==> src/rtl/ep0_status_interlock.sv <==
module ep0_status_interlock #(
  parameter bit LOCKING = 1'b1,
  parameter int MODE_W  = 4
) (
  input  logic              clk,
  input  logic              rst_n,
  input  logic              cpu_rd,
  input  logic              cpu_wr,
  input  logic [MODE_W+3:0] cpu_wdata,
  output logic [MODE_W+3:0] cpu_rdata,
  input  logic              sie_setup_start,
  input  logic              sie_update,
  input  logic              sie_in,
  input  logic              sie_out,
  input  logic              sie_ack,
  input  logic [MODE_W-1:0] sie_mode,
  input  logic              fifo_wr_req,
  output logic              fifo_wr_out,
  output logic              lock_o
);
  localparam int REG_W   = MODE_W + 4;
  localparam int B_SETUP = REG_W - 1;
  localparam int B_IN    = REG_W - 2;
  localparam int B_OUT   = REG_W - 3;
  localparam int B_ACK   = MODE_W;

  logic [REG_W-1:0] reg_q, reg_d;
  logic lock_q, prot_q;

  wire mode_chg  = sie_mode != reg_q[MODE_W-1:0];
  wire take_lock = sie_update & (sie_ack | mode_chg);
  wire wr_ok     = cpu_wr & ~sie_update & ~lock_q;

  always_comb begin
    reg_d = reg_q;
    if (sie_update) begin
      reg_d[B_IN]  = reg_q[B_IN]  | sie_in;
      reg_d[B_OUT] = reg_q[B_OUT] | sie_out;
      reg_d[B_ACK] = reg_q[B_ACK] | sie_ack;
      reg_d[MODE_W-1:0] = sie_mode;
    end else if (wr_ok) begin
      reg_d[B_SETUP-1:0] = cpu_wdata[B_SETUP-1:0];
      if (!prot_q) reg_d[B_SETUP] = cpu_wdata[B_SETUP];
    end
    if (sie_setup_start) reg_d[B_SETUP] = 1'b1;
  end

  always_ff @(posedge clk) begin
    if (!rst_n) reg_q <= '0;
    else        reg_q <= reg_d;
  end

  generate
    if (LOCKING) begin : g_interlock
      always_ff @(posedge clk) begin
        if (!rst_n) begin
          lock_q <= 1'b0;
          prot_q <= 1'b0;
        end else begin
          if (take_lock)   lock_q <= 1'b1;
          else if (cpu_rd) lock_q <= 1'b0;
          if (sie_setup_start) prot_q <= 1'b1;
          else if (cpu_rd)     prot_q <= 1'b0;
        end
      end
    end else begin : g_plain
      assign lock_q = 1'b0;
      assign prot_q = 1'b0;
    end
  endgenerate

  assign cpu_rdata   = reg_q;
  assign lock_o      = lock_q;
  assign fifo_wr_out = fifo_wr_req & ~reg_q[B_SETUP];
endmodule

==> config.mk <==
export PLATFORM = sky130hd
export DESIGN_NAME = ep0_status_interlock
export DESIGN_NICKNAME = d
export VERILOG_FILES = /design/src/rtl/ep0_status_interlock.sv
export SDC_FILE = /design/constraint.sdc
export NUM_CORES = 1
export LEC_CHECK = 0
export BUFFER_PORTS_ARGS = -buffer_cell sky130_fd_sc_hd__buf_2
export CORE_AREA = 2 2 39 41
export DETAILED_ROUTE_END_ITERATION = 12
export DIE_AREA = 0 0 41 43
export HOLD_SLACK_MARGIN = 0.05
export PLACE_DENSITY = 0.71
export SLEW_MARGIN = 20
export SYNTH_ARGS = -nofsm -noshare
export SYNTH_HDL_FRONTEND = slang
export SYNTH_SLANG_ARGS = --single-unit
==> constraint.sdc <==
create_clock -name clk -period 2.09 [get_ports clk]
set_clock_uncertainty 0.2 [all_clocks]
set_input_delay 0.209 -clock clk [delete_from_list [all_inputs] [get_ports clk]]
set_output_delay 0.209 -clock clk [all_outputs]
set_load 0.02 [all_outputs]
* Yosys cells after proc, flatten, opt, wreduce, memory -nomap -nowiden *
Cells that the tools add are included.

storage, ports and cells
  output and inout bits = 10
  register bits after elaboration = 10
  bits of input ports = 22
  logic and storage cells = 31

operators by class
  mux-type cells = 8
  equality and inequality tests = 3
  bitwise operators = 11
  reductions and logical operators = 5

operators by type and width
  cell                                          number
  two-way mux 8 bit                             1
  nonzero test 2 bit                            4
  two-way mux 7 bit                             1
  two-way mux 1 bit                             6
  AND 1 bit                                     4
  inequality test 2 bit, second input constant  2
  inequality test 4 bit                         1
  OR 1 bit                                      4
  NOT 1 bit                                     3
  AND reduction 3 bit                           1

* Logic depth before layout (Yosys ltp) *
Gate-level depths: netlist of run 1.

  depth after elaboration = 6
  gate-level depth with buffers = 4
  gate-level depth less buffers = 3

* Worst setup path before layout of run 1 *
OpenSTA, ideal clock, no wires.

  path type = reg2reg
  start point = register lock_q, in the netlist lock_o
  end point = register reg_q[7], in the netlist cpu_rdata[7]
  required time = 1.768 ns
  path slack = 0.490 ns
  stages on the path, launching flop included = 4
  path buffers = 0
  period minus slack after synthesis = 1.600 ns
  data arrival time = 1.278 ns
  library setup time = 0.122 ns
  cell sequence = dfxtp_1 or3b_1 or4_1 o311a_1

on the way
  longest elaborated chain between the ends = 4

RTL lines
  what                                  RTL line  RTL
  start, declared                       28        logic lock_q, prot_q;
  start signal, assigned                57        lock_q <= 1'b0;
  start signal, assigned                60        if (take_lock) lock_q <= 1'b1;
  start signal, assigned                61        else if (cpu_rd) lock_q <= 1'b0;
  NOT 1 bit                             32        wire wr_ok = cpu_wr & ~sie_update & ~lock_q;
  AND 1 bit                             32
  nonzero test 2 bit (no source line)   n/a
  AND reduction 3 bit (no source line)  n/a
  end signal, assigned                  50        else reg_q <= reg_d;
  end, declared                         27        logic [REG_W-1:0] reg_q, reg_d;

Every way passes these cells.
A chain may end at the register's enable or synchronous reset.

* Final worst setup path of run 1 *
  start point = register lock_q, in the netlist lock_o
  end point = register reg_q[3], in the netlist cpu_rdata[3]

on the way
  longest elaborated chain between the ends = 3

RTL lines
  what                                 RTL line
  NOT 1 bit                            32
  AND 1 bit                            32
  nonzero test 2 bit (no source line)  n/a

Every way passes these cells.

==> out/results.txt, run 1 <==
Outcome: finished clean
Port bufs: 31
Most common cell in the synthesized netlist: dfxtp_1
Max Slew Vio Count: 0
Setup crit end kind: flop
Fill count: 139
Crit path cell chain: or3b_1 > buf_4 > mux2i_1 > a21boi_0 > dlygate4sd3_1
Layout overhead on the synthesized area: 61.2%
CTS tree: built
Total routed wirelength: 1.27 mm
Die Height: 43 um
Arrival time at the worst endpoint: 2.01 ns
Post-Syn Area: 468 sq um
Area leader, netlist: dfxtp_1
Worst path required time: 2.10 ns
WP buf/inv: 2
Type of the worst min-delay path: in -> reg
Iteration-0 DRC count of the detailed router: 7
Synth Flop Type: dfxtp_1
Post-Synthesis Cells: 51
Top cell type's share of synthesized area: 42.8%
Dpl hpwl: 884 um
Pwr Density: 619 nW/um^2
CTS Buf Count: 3
Initial antenna violation count: 0
Final worst path period share: 95.4%
Max Cap Violations: 0
Total GRT Usage: 15.9%
Post-DRT Antenna Nets: 0
RSZ-0062 raised after global routing: no
Static Leak: 0.415 nW
EDFF count, synth: 0
#FFs+latches synth: 10
Core Region: 1380 sq um
Hold Slack: 0.0565 ns
Synth async-reset ratio: 0%
Grt ovf: 0
Peak supply drop: 0.339 mV
Netlist cell types: 18
DR WL/cell: 11.6 um
H-tree depth: 1
Final hold violation count: 0
Io pins: 32
Post-cts resize count: 0
Clock slew at reported path FFs: 0.07 ns
Number of global-route vias before repair: 437
Final Core Density: 54.5%
Placed Area: 642 sq um
Multi-input logic area: 255 sq um
Starting density of the core: 33.8%
First-pass GRT wire length: 1.80 mm
CP peak stage delay: 0.57 ns
FF/Latch Area: 200 sq um
Share of cells above drive strength 1: 37.6%
Die W: 41 um
# nets final: 117
Final instance area: 754 sq um
DIE AREA: 1760 sq um
Skew-Pair Late Insertion Delay: 0.27 ns
Clock buffer depth: 2
Cts-stage hold buffer count: 9
Achievable frequency: 501 MHz
Most area-consuming cells after synthesis: dfxtp_1 (43%), mux2i_1 (8.6%), a21oi_1 (7.5%)
Syn avg cell area: 9.18 sq um
Num rows: 14
Num Clock Sinks: 10
CP max stage cell: dlygate4sd3_1
Setup TNS: 0 ns
Startpoint types: flop
CTS Root Cell: clkbuf_4
Synth warn: 0
Min Tclk post-route: 1.99 ns
DP Cell Count: 97
DR DRC count: 0
Routed via count: 510
Non-filler instance count after layout: 109
Largest net degree at the start of global routing: 12
Via density: 4.68
Commonest cells in the netlist: dfxtp_1 (10), a21oi_1 (7)
Seq/Total Area, Yosys: 42.8%
Fin worst setup slack: 0.0951 ns
Mapped Nets: 73
Reg2Reg Setup Slack: 0.1 ns
Setup Crit Path Kind: reg -> reg
Overall power: 0.467 mW
Setup violations, final: 0
Max FO, Critical Path: 11
RePlAce Congestion: 0.685
ANT cells: 0
DRT Pass-1 Iters: 4
Slew headroom: 88.8%
CP top delay family: buffers and inverters
Post-place setup slack: 0.511 ns
Postcts setup bufs: 0
Slew @ Worst Pin: 0.166 ns
==> layer usage <==
metal	vias up	share of wire, %	track usage (%)
met1	213	41	17.3
li1	270	-	-
met2	23	48	25.3
met4	0	1.5	6.00
met5	-	0	0
met3	4	9.4	7.85
==> kinds of logic after synthesis <==
group,synth area share [%]
AOI/OAI and AO/OA,23.5
xor gates and xnor gates,7.49
buffers and inverters,2.67
DFF,42.8
muxes,8.56
and+or+nand+nor,15.0
==> cell usage in the layout, fill, tap and decap left out, drive strengths merged <==
cell type,netlist,final
inv,1,1
a21boi,1,1
nor2b,4,4
o21ai,4,4
a21oi,7,7
nand2,4,4
or4,1,1
o311a,1,1
nor2,1,1
nor3,2,2
buf,1,32
or3b,1,1
dfxtp,10,10
o211a,3,3
dlygate4sd3,0,9
o21a,1,1
xor2,4,4
clkbuf,1,3
mux2i,4,4
==> worst reg2reg max path, cell delays in order (launching register included) <==
cell,delay (ns)
dfxtp_1,0.31
or3b_1,0.39
buf_4,0.19
mux2i_1,0.12
a21boi_0,0.16
dlygate4sd3_1,0.57
==> power breakdown <==
part,total [mW],switching (mW),internal (mW),leakage [nW]
clock,0.132,0.0653,0.0664,0.0138
sequential,0.216,0.0102,0.206,0.0834
combinational,0.119,0.0588,0.0601,0.318
==> flip-flops by register name (all words and copies together) (netlist names) <==
register,flops
cpu_rdata,8
lock_o,1
prot_q,1
==> final cells by class <==
cell class                 count  area share [%]
multi-input combinational     38            33.8
sequential                    10            26.5
clock buffer                   3            2.99
timing repair buffer          41            33.5
tap                           16            2.65
inverter                       1           0.498
==> path summary, 6_finish.rpt <==
path	endpoint	startpoint	depth (start not counted)
worst max-delay path	cpu_rdata[3]$_SDFFE_PN0P_	lock_o$_SDFFE_PN0P_	5
worst min-delay path	cpu_rdata[0]$_SDFFE_PN0P_	sie_mode[0]	3
worst max register to register	cpu_rdata[3]$_SDFFE_PN0P_	lock_o$_SDFFE_PN0P_	5
worst min register to register	cpu_rdata[7]$_SDFFE_PN0P_	cpu_rdata[7]$_SDFFE_PN0P_	1
(Power assumes the default switching activity.)
==> inputs of run 2 (changes only) <==
--- a/config.mk
+++ b/config.mk
@@ -9,8 +9,10 @@
 export CORE_AREA = 2 2 39 41
 export DETAILED_ROUTE_END_ITERATION = 12
 export DIE_AREA = 0 0 41 43
+export GPL_TIMING_DRIVEN = 0
 export HOLD_SLACK_MARGIN = 0.05
 export PLACE_DENSITY = 0.71
+export RECOVER_POWER = 25
 export SLEW_MARGIN = 20
 export SYNTH_ARGS = -nofsm -noshare
 export SYNTH_HDL_FRONTEND = slang
==> run 2 against run 1 <==
Compared with the run above: core utilization rose by 3.8 points; register-to-register slack hardly changed; wire length fell by 1.9%; critical path type unchanged.
==> out/results.txt, run 2 (synthesis results as in run 1) <==
DP Cell Count: 97
Placed Area: 638 sq um
Clock slew at reported path FFs: 0.07 ns
Total routed wirelength: 1.24 mm
Largest net degree at the start of global routing: 11
Num rows: 14
Via density: 4.68
Clock buffer depth: 2
WP depth: 5
Final hold violation count: 0
Max FO, Critical Path: 10
RSZ-0062 raised after global routing: no
Setup violations, final: 0
Setup crit end kind: flop
First-pass GRT wire length: 1.90 mm
Setup Crit Path Kind: reg -> reg
Layout overhead on the synthesized area: 72.5%
# nets final: 121
DRT Pass-1 Iters: 4
H-tree depth: 1
DIE AREA: 1760 sq um
Slew headroom: 72.8%
Grt ovf: 0
Final worst path period share: 95.8%
Post-DRT Antenna Nets: 0
Static Leak: 0.423 nW
RePlAce Congestion: 0.667
Skew-Pair Late Insertion Delay: 0.27 ns
CP peak stage delay: 0.56 ns
DR DRC count: 0
Slew @ Worst Pin: 0.408 ns
Total GRT Usage: 16.2%
Arrival time at the worst endpoint: 1.95 ns
Number of global-route vias before repair: 477
Startpoint types: flop
Achievable frequency: 499 MHz
Leading cell type in the layout, fill and taps excluded: buf_2
DR WL/cell: 10.9 um
Routing usage on met1: 18.6%
CP top delay family: buffers and inverters
Final instance area: 807 sq um
Hold Slack: 0.0607 ns
Routed via count: 533
CTS Buf Count: 3
Max Slew Vio Count: 0
Max Cap Violations: 0
Type of the worst min-delay path: in -> reg
Fill count: 128
Starting density of the core: 33.8%
CTS tree: built
CTS Root Cell: clkbuf_4
GRT met2 Usage: 25.0%
Hold path cells: 3
Die W: 41 um
Port bufs: 30
Peak supply drop: 0.614 mV
Most frequent cells in the layout: buf_2 (25), dlygate4sd3_1 (13), dfxtp_1 (10), a21oi_1 (7), clkbuf_1 (6)
Setup TNS: 0 ns
Core Region: 1380 sq um
Outcome: finished clean
Io pins: 32
Num Clock Sinks: 10
Reg2Reg Depth: 5
Iteration-0 DRC count of the detailed router: 11
Crit path cell chain: or3b_4 > buf_6 > mux2i_1 > a21oi_1 > dlygate4sd3_1
CP max stage cell: dlygate4sd3_1
Die Height: 43 um
Non-filler instance count after layout: 114
Dpl hpwl: 830 um
ANT cells: 0
Pwr Density: 636 nW/um^2
Share of cells above drive strength 1: 31.6%
GRT met3 Usage: 7.85%
Postcts setup bufs: 0
WP buf/inv: 2
Worst path required time: 2.04 ns
Max reg flops: 8
Initial antenna violation count: 0
GRT Max-Usage Layer: met2
Min Tclk post-route: 2.00 ns
run 2: changes by cell type in the layout (fill, tap and decap cells not counted), sizes merged:
cell         previous run  this run
buf                    32        26
clkbuf                  3        10
dlygate4sd3             9        13
run 2: cell type report:
class / instances / area [sq um] / area share [%]
sequential: 10 / 200 / 24.8
clock buffer: 4 / 36.3 / 4.50
tap: 16 / 20.0 / 2.48
multi-input combinational: 38 / 258 / 31.9
buffer: 2 / 15.0 / 1.86
inverter: 1 / 3.75 / 0.465
timing repair buffer: 43 / 274 / 34.0
run 2: worst register-to-register path: stages (launching register included):
cell	delay (ns)
dfxtp_1	0.32
or3b_4	0.41
buf_6	0.16
mux2i_1	0.15
a21oi_1	0.09
dlygate4sd3_1	0.56
run 2: path summary, 6_finish.rpt:
path	startpoint	end	slack (ns)
setup / recovery	lock_o$_SDFFE_PN0P_	cpu_rdata[2]$_SDFFE_PN0P_	0.09
hold / removal	cpu_wdata[3]	cpu_rdata[3]$_SDFFE_PN0P_	0.06
setup reg to reg	lock_o$_SDFFE_PN0P_	cpu_rdata[2]$_SDFFE_PN0P_	0.09
hold reg to reg	cpu_rdata[7]$_SDFFE_PN0P_	cpu_rdata[7]$_SDFFE_PN0P_	0.34
run 2: where the power goes:
part,internal [mW],total (mW),switching (mW)
Sequential,0.206,0.216,0.00981
Clock,0.106,0.172,0.0666
Combinational,0.0653,0.125,0.0600
run 2: repair_timing:
item / in CTS / in global routing
hold buffers: 13 / 0
endpoints found under the hold margin: 10 / 0
gates resized for setup: 0 / 4
setup endpoints to repair: 0 / 3
run 2: through the flow:
stage               util [%]  setup WS, ns  total power, mW
floorplan                  -         0.490            0.280
global placement        46.1         0.498            0.321
detailed placement      46.1         0.484            0.324
CTS                     58.1        0.0352            0.521
global route            58.3        0.0165            0.547
finish                  58.3        0.0870            0.514
run 2: layer usage:
layer | wire (um) | up-vias
met5 | 0 | -
met4 | 19 | 0
met3 | 106 | 5
met2 | 599 | 23
met1 | 515 | 229
li1 | - | 276
==> inputs of run 3 (changes only) <==
--- a/config.mk
+++ b/config.mk
@@ -9,7 +9,6 @@
 export CORE_AREA = 2 2 39 41
 export DETAILED_ROUTE_END_ITERATION = 12
 export DIE_AREA = 0 0 41 43
-export GPL_TIMING_DRIVEN = 0
 export HOLD_SLACK_MARGIN = 0.05
 export PLACE_DENSITY = 0.71
 export RECOVER_POWER = 25
==> run 3 against run 2 <==
Compared with the run above: cell area down 7.3%; largest power group unchanged; core utilization down 4.2 points; critical path depth unchanged; register-to-register slack hardly changed; clock-buffer cell count down 1; sequential share of layout area rose by 1.9 points.
==> out/results.txt, run 3 (synthesis results as in run 1) <==
Clock slew at reported path FFs: 0.07 ns
Starting density of the core: 33.8%
CP peak stage delay: 0.57 ns
Grt ovf: 0
Arrival time at the worst endpoint: 2.01 ns
Startpoint types: flop
Outcome: finished clean
Min Tclk post-route: 2.00 ns
Worst path required time: 2.10 ns
Leading cell type in the layout, fill and taps excluded: buf_2
DIE AREA: 1760 sq um
CTS Buf Count: 3
Reg2Reg Setup Slack: 0.09 ns
Final instance area: 748 sq um
Routed via count: 515
ANT cells: 0
Type of the worst min-delay path: in -> reg
Final hold violation count: 0
Post-DRT Antenna Nets: 0
Layout overhead on the synthesized area: 59.9%
Max Slew Vio Count: 0
Core Region: 1380 sq um
Fin worst setup slack: 0.0913 ns
Largest net degree at the start of global routing: 12
Most frequent cells in the layout: buf_2 (26), dfxtp_1 (10), dlygate4sd3_1 (9), a21oi_1 (7), clkbuf_1 (5)
Post-place setup slack: 0.511 ns
Fill count: 144
Achievable frequency: 500 MHz
Worst Hold Launch: sie_mode[0]
CP max stage cell: dlygate4sd3_1
Slew headroom: 82.3%
Setup crit end kind: flop
Port bufs: 31
Num rows: 14
Via density: 4.72
Clock buffer depth: 2
Dpl hpwl: 884 um
Io pins: 32
DP Cell Count: 97
Static Leak: 0.398 nW
Setup TNS: 0 ns
DR DRC count: 0
First-pass GRT wire length: 1.80 mm
DR WL/cell: 11.5 um
Skew-Pair Late Insertion Delay: 0.27 ns
Final Core Density: 54.1%
Initial antenna violation count: 0
Setup Crit Path Kind: reg -> reg
Die W: 41 um
CTS tree: built
Final worst path period share: 95.6%
CTS Root Cell: clkbuf_4
RSZ-0062 raised after global routing: no
DRT Pass-1 Iters: 4
Die Height: 43 um
Max reg flops: 8
Non-filler instance count after layout: 109
Reg2Reg Depth: 5
Post-cts resize count: 0
Cts-stage hold buffer count: 9
Pwr Density: 621 nW/um^2
Slew @ Worst Pin: 0.266 ns
R2r endpoint: cpu_rdata[3]$_SDFFE_PN0P_
Placed Area: 642 sq um
Total GRT Usage: 15.9%
Number of global-route vias before repair: 437
RePlAce Congestion: 0.685
Reg2Reg Launch Point: lock_o$_SDFFE_PN0P_
Setup violations, final: 0
Hold path cells: 3
Share of cells above drive strength 1: 32.3%
Iteration-0 DRC count of the detailed router: 5
Overall power: 0.465 mW
# nets final: 117
Crit path cell chain: or3b_1 > buf_4 > mux2i_1 > a21boi_0 > dlygate4sd3_1
Num Clock Sinks: 10
H-tree depth: 1
Postcts setup bufs: 0
Peak supply drop: 0.338 mV
Max Cap Violations: 0
Max FO, Critical Path: 11
Total routed wirelength: 1.26 mm
Hold Slack: 0.0553 ns
Hold endpoint: cpu_rdata[0]$_SDFFE_PN0P_
==> run 3: cell types whose count changed in the layout (fill, tap and decap cells not counted) <==
cell / change
buf_6: -1
buf_2: +1
dlygate4sd3_1: -4
buf_4: +1
or3b_4: -1
clkbuf_8: -1
clkbuf_1: -1
or3b_1: +1
==> run 3: metal layers <==
layer | track usage (%) | vias to the layer above | part of all wire, %
met1 | 17.3 | 217 | 41
met2 | 25.3 | 23 | 49
li1 | - | 271 | -
met3 | 7.85 | 4 | 8.8
met5 | 0 | - | 0
met4 | 6.00 | 0 | 1.5
==> run 3: worst max-delay path by stage <==
stage                        start  slack (ns)                        end  cells after the start
2_1_floorplan  lock_o$_SDFFE_PN0P_        0.49  cpu_rdata[7]$_SDFFE_PN0P_                      3
3_3_place_gp            sie_update        0.53  cpu_rdata[7]$_SDFFE_PN0P_                      4
3_5_place_dp            sie_update        0.51  cpu_rdata[7]$_SDFFE_PN0P_                      4
4_1_cts        lock_o$_SDFFE_PN0P_        0.12  cpu_rdata[3]$_SDFFE_PN0P_                      5
5_1_grt        lock_o$_SDFFE_PN0P_        0.03  cpu_rdata[3]$_SDFFE_PN0P_                      5
6_report       lock_o$_SDFFE_PN0P_        0.09  cpu_rdata[3]$_SDFFE_PN0P_                      5
==> run 3: report_power, final <==
| group | switching (mW) | internal, mW | total [mW] |
|---|---|---|---|
| sequential | 0.0103 | 0.206 | 0.216 |
| clock | 0.0651 | 0.0664 | 0.131 |
| combinational | 0.0589 | 0.0581 | 0.117 |
==> run 3: cell type report <==
class / instances / area [sq um] / area share, %
clock buffers: 3 / 22.5 / 3.01
multi-input cells: 38 / 255 / 34.1
flip-flops and latches: 10 / 200 / 26.8
inverters: 1 / 3.75 / 0.502
well taps: 16 / 20.0 / 2.68
repair buffers: 41 / 246 / 32.9
==> run 3: critical path: cells and delay by family, from the launching register on <==
family | cells | cell delay (ns)
AOI/OAI and AO/OA | 1 | 0.16
buffers and inverters | 2 | 0.76
DFF | 1 | 0.32
muxes | 1 | 0.12
and+or+nand+nor | 1 | 0.39
